### src/rtl/pstat_pkg.sv
package pstat_pkg;
  localparam int FEBE_W = 4;
  localparam int LINK_W = 3;
  localparam int CTRL_W = 2 + LINK_W;
  localparam int G1_W   = FEBE_W + 1 + LINK_W;
  localparam logic [FEBE_W-1:0] FEBE_MAX = FEBE_W'(8);

  typedef struct packed {
    logic              febe_mask;
    logic              force_rai;
    logic [LINK_W-1:0] link;
  } ctrl_t;

  // limit the error count to the largest legal FEBE value
  function automatic logic [FEBE_W-1:0] febe_sat(input logic [FEBE_W-1:0] cnt);
    return (cnt > FEBE_MAX) ? FEBE_MAX : cnt;
  endfunction

  function automatic logic [FEBE_W-1:0] febe_field(input logic mask,
                                                   input logic [FEBE_W-1:0] cnt);
    return mask ? '0 : febe_sat(cnt);
  endfunction

  function automatic logic rai_field(input logic force_on, input logic lof);
    return force_on | lof;
  endfunction
endpackage

### src/rtl/pstat_ctrl_reg.sv
module pstat_ctrl_reg
  import pstat_pkg::*;
#(
  parameter int ADDR_W = 8,
  parameter int DATA_W = 8,
  parameter logic [ADDR_W-1:0] CTRL_ADDR = 8'h4B
) (
  input  logic              clk,
  input  logic              rst_n,
  input  logic              wr_en,
  input  logic              rd_en,
  input  logic [ADDR_W-1:0] addr,
  input  logic [DATA_W-1:0] wdata,
  output logic [DATA_W-1:0] rdata,
  output ctrl_t             ctrl_o
);
  ctrl_t ctrl_q;
  logic  addr_hit;
  logic  wr_hit;
  logic  unused_wdata_hi;

  assign addr_hit        = (addr == CTRL_ADDR);
  assign wr_hit          = wr_en && addr_hit;
  assign unused_wdata_hi = ^wdata[DATA_W-1:CTRL_W];

  always_ff @(posedge clk) begin
    if (!rst_n)      ctrl_q <= '0;
    else if (wr_hit) ctrl_q <= ctrl_t'(wdata[CTRL_W-1:0]);
  end

  always_comb begin
    rdata = '0;
    if (rd_en && addr_hit) rdata[CTRL_W-1:0] = ctrl_q;
  end

  assign ctrl_o = ctrl_q;

  AST_RD_HI_ZERO: assert property (@(posedge clk) disable iff (!rst_n)
    rdata[DATA_W-1:CTRL_W] == '0);
  AST_WR_STORES: assert property (@(posedge clk) disable iff (!rst_n)
    wr_hit |=> ctrl_q == $past(wdata[CTRL_W-1:0]));
  AST_WR_MISS_HOLDS: assert property (@(posedge clk) disable iff (!rst_n)
    (wr_en && !addr_hit) |=> $stable(ctrl_q));
  AST_RD_MISS_ZERO: assert property (@(posedge clk) disable iff (!rst_n)
    !(rd_en && addr_hit) |-> rdata == '0);
endmodule

### src/rtl/pstat_g1_build.sv
module pstat_g1_build
  import pstat_pkg::*;
(
  input  logic              clk,
  input  logic              rst_n,
  input  logic              frame_start,
  input  ctrl_t             ctrl_i,
  input  logic [FEBE_W-1:0] err_cnt,
  input  logic              rx_lof,
  output logic [G1_W-1:0]   g1_o
);
  logic [FEBE_W-1:0] febe_w;
  logic              rai_w;
  logic [G1_W-1:0]   g1_d;
  logic [G1_W-1:0]   g1_q;

  assign febe_w = febe_field(ctrl_i.febe_mask, err_cnt);
  assign rai_w  = rai_field(ctrl_i.force_rai, rx_lof);
  assign g1_d   = {febe_w, rai_w, ctrl_i.link};

  always_ff @(posedge clk) begin
    if (!rst_n)           g1_q <= '0;
    else if (frame_start) g1_q <= g1_d;
  end

  assign g1_o = g1_q;

  AST_FEBE_MASKED: assert property (@(posedge clk) disable iff (!rst_n)
    (frame_start && ctrl_i.febe_mask) |=> g1_q[G1_W-1 -: FEBE_W] == '0);
  AST_FEBE_LIMIT: assert property (@(posedge clk) disable iff (!rst_n)
    g1_q[G1_W-1 -: FEBE_W] <= FEBE_MAX);
  AST_FEBE_SMALL: assert property (@(posedge clk) disable iff (!rst_n)
    (frame_start && !ctrl_i.febe_mask && err_cnt <= FEBE_MAX)
      |=> g1_q[G1_W-1 -: FEBE_W] == $past(err_cnt));
  AST_RAI_FORCED: assert property (@(posedge clk) disable iff (!rst_n)
    (frame_start && ctrl_i.force_rai) |=> g1_q[LINK_W]);
  AST_RAI_FOLLOWS: assert property (@(posedge clk) disable iff (!rst_n)
    (frame_start && !ctrl_i.force_rai) |=> g1_q[LINK_W] == $past(rx_lof));
  AST_LINK_PASS: assert property (@(posedge clk) disable iff (!rst_n)
    frame_start |=> g1_q[LINK_W-1:0] == $past(ctrl_i.link));
  AST_HOLD_BETWEEN: assert property (@(posedge clk) disable iff (!rst_n)
    !frame_start |=> $stable(g1_q));
endmodule

### src/rtl/pstat_byte_gen.sv
module pstat_byte_gen
  import pstat_pkg::*;
#(
  parameter int ADDR_W = 8,
  parameter int DATA_W = 8,
  parameter logic [ADDR_W-1:0] CTRL_ADDR = 8'h4B
) (
  input  logic              clk,
  input  logic              rst_n,
  input  logic              reg_wr,
  input  logic              reg_rd,
  input  logic [ADDR_W-1:0] reg_addr,
  input  logic [DATA_W-1:0] reg_wdata,
  output logic [DATA_W-1:0] reg_rdata,
  input  logic              frame_start,
  input  logic [FEBE_W-1:0] bip_err_cnt,
  input  logic              rx_lof,
  output logic [G1_W-1:0]   g1_byte
);
  ctrl_t ctrl_w;

  pstat_ctrl_reg #(
    .ADDR_W(ADDR_W), .DATA_W(DATA_W), .CTRL_ADDR(CTRL_ADDR)
  ) u_ctrl (
    .clk(clk), .rst_n(rst_n), .wr_en(reg_wr), .rd_en(reg_rd),
    .addr(reg_addr), .wdata(reg_wdata), .rdata(reg_rdata), .ctrl_o(ctrl_w)
  );

  pstat_g1_build u_g1 (
    .clk(clk), .rst_n(rst_n), .frame_start(frame_start), .ctrl_i(ctrl_w),
    .err_cnt(bip_err_cnt), .rx_lof(rx_lof), .g1_o(g1_byte)
  );

  AST_RESET_CLEAR: assert property (@(posedge clk)
    !rst_n |=> (g1_byte == '0 && ctrl_w == '0));
endmodule

### config.mk
export PLATFORM = sky130hd
export DESIGN_NAME = pstat_byte_gen
export DESIGN_NICKNAME = d
export VERILOG_FILES = /design/src/rtl/pstat_pkg.sv /design/src/rtl/pstat_ctrl_reg.sv /design/src/rtl/pstat_g1_build.sv /design/src/rtl/pstat_byte_gen.sv
export SDC_FILE = /design/constraint.sdc
export NUM_CORES = 1
export LEC_CHECK = 0
export BUFFER_PORTS_ARGS = -buffer_cell sky130_fd_sc_hd__buf_2
export CAP_MARGIN = 10
export CORE_MARGIN = 4
export CORE_UTILIZATION = 30
export DETAILED_ROUTE_END_ITERATION = 16
export MAX_ROUTING_LAYER = met4
export SYNTH_ARGS = -nofsm -noshare
export SYNTH_HDL_FRONTEND = slang
export SYNTH_SLANG_ARGS = --single-unit
### constraint.sdc
create_clock -name clk -period 3.55 [get_ports clk]
set_input_delay 0.71 -clock clk [delete_from_list [all_inputs] [get_ports clk]]
set_output_delay 0.71 -clock clk [all_outputs]
set_load 0.01 [all_outputs]
Word-level counts from Yosys, hierarchy flattened

Index checks and enable logic that the tools add are counted.

Order comparisons: 1
Eq/ne operators: 1
Muxes and demuxes: 3
Bitwise logic cells: 1
Reduce and logical (&&, ||, !) cells: 2

Operators with widths:

| operator             | number |
|---|---|
| $eq A8 B7 Y1 const B | 1 |
| $mux W4              | 2 |
| $mux W5              | 1 |
| $gt A4 B4 Y1 const B | 1 |
| $logic_and A1 B1 Y1  | 2 |
| $or A1 B1 Y1         | 1 |

Bits in registers: 13
Input port bits: 26
Output and inout bits: 16
Word-level logic and storage cells: 12

Longest topological paths before layout

Depth after elaboration: 3
Depth in mapped cells: 4
Gate-level depth less buffers: 3

Hierarchy

From an unflattened synthesis, not the netlist that was laid out.

Cell total of the unflattened synthesis: 70
Area total of the unflattened synthesis: 641.9 sq um

By module, submodules not included:

| module         | instances | cells each | area each (sq um) | seq. area each (sq um) |
|---|---|---|---|---|
| pstat_g1_build | 1         | 30         | 334.1             | 160.2 |
| pstat_ctrl_reg | 1         | 40         | 307.8             | 100.1 |

Worst setup path before layout

OpenSTA, ideal clock, no wires.

Path type: input -> output
Start point: input reg_addr[5]
End point: output reg_rdata[0]
Arrival: 1.707 ns
Required time: 2.840 ns
Setup slack: 1.133 ns
Stages: 3
Buffers on the path: 0
Path through: or4b_4 > nor3_1 > and2_1

Word-level cells in the longest chain between the ends: 3

RTL lines:

| element             | RTL line             | text |
|---|---|---|
| from (decl)         | pstat_byte_gen.sv:12 | `input logic [ADDR_W-1:0] reg_addr,` |
| $eq A8 B7 Y1        | pstat_ctrl_reg.sv:22 | `assign addr_hit = (addr == CTRL_ADDR);` |
| $logic_and A1 B1 Y1 | pstat_ctrl_reg.sv:33 | `if (rd_en && addr_hit) rdata[CTRL_W-1:0] = ctrl_q;` |
| $mux W5             | pstat_ctrl_reg.sv:33 |  |
| to (decl)           | pstat_byte_gen.sv:14 | `output logic [DATA_W-1:0] reg_rdata,` |

Every way passes these cells.

Worst setup path in the final report

Start point: input reg_addr[5]
End point: output reg_rdata[2]

The elaborated chain is that of the path after synthesis.

==> results.py <==
metrics = {
    "power_and_ir_drop": {
        "power.internal_mw": 0.208,
        "pwr-share-seq_pct": 55.5,
        "clock_power_share_pct": 33.0,
        "ir_worst_vdd_mv": 0.153,
        "combinationalPowerShare_pct": 11.5,
        "switchingPower_mw": 0.0618,
        "p_per_area_nw_per_um2": 329,
        "sw_frac_of_total_pct": 22.9,
        "p_leak_nw": 0.395,
    },
    "worst_hold_path": {
        "hold_path_depth": 2,
        "hold_class": "reg -> reg",
        "hold_path.startpoint": "u_ctrl.ctrl_o[2]",
        "holdPathEnd": "u_ctrl.ctrl_o[2]",
    },
    "cts": {
        "cts_buffers": 3,
        "cts_tree": "built",
        "ctsLongestPathBuffers": 2,
        "cts_resized": 0,
        "cts_num_sinks": 13,
        "clock_latency_ps": 270,
        "post-cts-setup-buffer-count": 0,
        "clk_pin_slew_ps": 80,
        "root_buffer": "clkbuf_4",
        "ctsHoldBuffers": 0,
        "htree_levels": 1,
    },
    "yosys": {
        "syn_avg_cell_area_sq_um": 9.00,
        "synthTopCellsByArea": "dfxtp_1 43%, mux2i_1 13%, nand2_1 6.1%",
        "ys_ff_latch": 13,
        "synth.distinct_cells": 20,
        "yosysTopAreaCell": "dfxtp_1",
        "async_flop_share_pct": 0,
        "synth_top_area_share_pct": 42.5,
        "synth_flop_cell": "dfxtp_1",
        "postSynthCellCount": 68,
        "synth_edf_count": 0,
        "yosysSeqAreaShare_pct": 42.5,
        "yosysWarnings": 0,
        "synthesis.area_sq_um": 612,
    },
    "final_layout": {
        "syn2layout_area_growth_pct": 34.2,
        "nets": 130,
        "final_common_cell": "buf_2",
        "final_cell_mix": "35 x buf_2, 13 x dfxtp_1, 10 x nand2_1",
        "final_layout_size_suffix_gt1_share_pct": 38.8,
        "diodes": 0,
    },
    "worst_setup_path": {
        "path_buf_inv": 2,
        "crit_type": "in -> out",
        "end_kind": "primary output",
        "worstPathArrival_ps": 1980,
        "slowest_stage": "or4b_4",
        "worst-path-max-fanout": 5,
        "cp_common_cell": "buf_2",
        "reg2reg_from": "u_ctrl.ctrl_o[4]",
        "path_delay_family": "simple AND/OR/NAND/NOR gates",
        "ff2ff_setup_slack_ps": 2680,
        "regToRegEndpoint": "u_g1.g1_o[4]",
        "startpoint": "reg_addr[5]",
        "critPathLaunchType": "primary input",
        "reg2reg_depth": 3,
        "cp.required_ps": 2840,
        "path_cells": "buf_2, or4b_4, nor3_1, and2_1, buf_2",
        "max_stage_delay_ps": 550,
    },
    "floorplanning": {
        "die_w_um": 53.2,
        "rows": 16,
        "core-area_sq_um": 1940,
        "dieArea_sq_um": 2830,
        "initial_core_util_pct": 31.5,
        "fp.dieH_um": 53.2,
        "pin_count": 42,
    },
    "drt": {
        "routedWlPerCell_um": 10.2,
        "viasPerCell": 4.20,
        "drc": 0,
        "routed-via-count": 546,
        "wirelength_mm": 1.32,
        "initialDrtViolationCount": 7,
        "dr.pass1.iters": 4,
        "ant_nets": 0,
    },
    "flow_run": {
        "drv_cap": 0,
    },
    "place": {
        "port_buffers": 35,
        "dp_hpwl_mm": 1.06,
        "globalplace.congestion": 0.656,
    },
    "grt": {
        "grt_pass1_wl_mm": 2.02,
        "grt_usage_pct": 10.0,
        "grt_antenna_before_repair": 0,
        "first_global_vias": 511,
        "grt-ovfl-total": 0,
        "grt_max_degree": 19,
    },
    "sta": {
        "fmax_mhz": 372,
        "fin_tns_setup_ps": 0,
        "final-hold-violation-count": 0,
        "period_share_pct": 75.7,
        "holdWs_ps": 479,
        "finalClockSkew_ps": 0.877,
        "period_needed_ps": 2690,
        "slew_viol_final": 0,
        "setup_viol": 0,
        "rsz0062_at_grt": "no",
    },
    "status": {
        "status": "complete, no violations",
    },
}
## cell families (layout without fill, tap and decap cells)
logic type / after synthesis / in the layout / share of synthesized area [%]
AOI/OAI and AO/OA: 6 / 6 / 6.54
and+or+nand+nor: 32 / 32 / 30.5
other: 1 / 3 / 0.613
buffers and inverters: 8 / 41 / 6.75
DFF: 13 / 13 / 42.5
muxes: 8 / 8 / 13.1
## Yosys cell counts, types with 2 or more instances
cell type,n
nor2_1,2
nand3_1,3
nand2b_1,4
nand2_1,10
mux2i_1,8
dfxtp_1,13
and2_1,5
buf_4,3
clkbuf_1,3
inv_1,2
a21boi_0,4
nor2b_1,3
## worst max path at each step
stage | end | cells past startpoint
after floorplan | reg_rdata[0] | 3
after global placement | reg_rdata[3] | 5
after detailed placement | reg_rdata[2] | 5
after CTS | reg_rdata[2] | 5
after global routing | reg_rdata[3] | 5
final | reg_rdata[2] | 5
## area by class of cell
class	instances	area (sq um)
multi-input cells	49	318
inverters	2	7.51
clock buffers	4	26.3
flip-flops and latches	13	260
fillers	213	1120
repair buffers	35	175
well taps	27	33.8
## metal layers
layer	up-vias	GRT usage, %	share of wire [%]
li1	290	-	-
met1	230	11.1	43
met2	26	16.5	45
met3	0	3.66	12
met4	0	3.83	0
met5	-	-	0
## stage by stage
step	area [sq um]	util (%)	total power, mW	worst slack [ps]	cells
final	821	42.3	0.270	862	130
after global routing	821	42.3	0.285	747	130
after CTS	821	42.3	0.275	824	130
after detailed placement	795	40.9	0.185	826	126
after global placement	795	40.9	0.184	824	126
after floorplan	619	-	0.171	1130	70
## registers in the layout, indices dropped and copies added (netlist names)
name and cells:
u_ctrl.ctrl_o 5, u_g1.g1_o 8
## worst min-delay path, stage by stage, from the launching register on
cell     delay [ps]
dfxtp_1         330
nand2_1          60
mux2i_1          50
## power by group through the flow
| stage | Sequential [mW] | Clock [mW] | Combinational, mW |
|---|---|---|---|
| finish | 0.150 | 0.0889 | 0.0310 |
| global route | 0.150 | 0.101 | 0.0346 |
| CTS | 0.150 | 0.0941 | 0.0315 |
| detailed placement | 0.153 | 0 | 0.0314 |
| global placement | 0.153 | 0 | 0.0309 |
| floorplan | 0.154 | 0 | 0.0163 |
No activity file was read; power rests on OpenSTA's default activity.
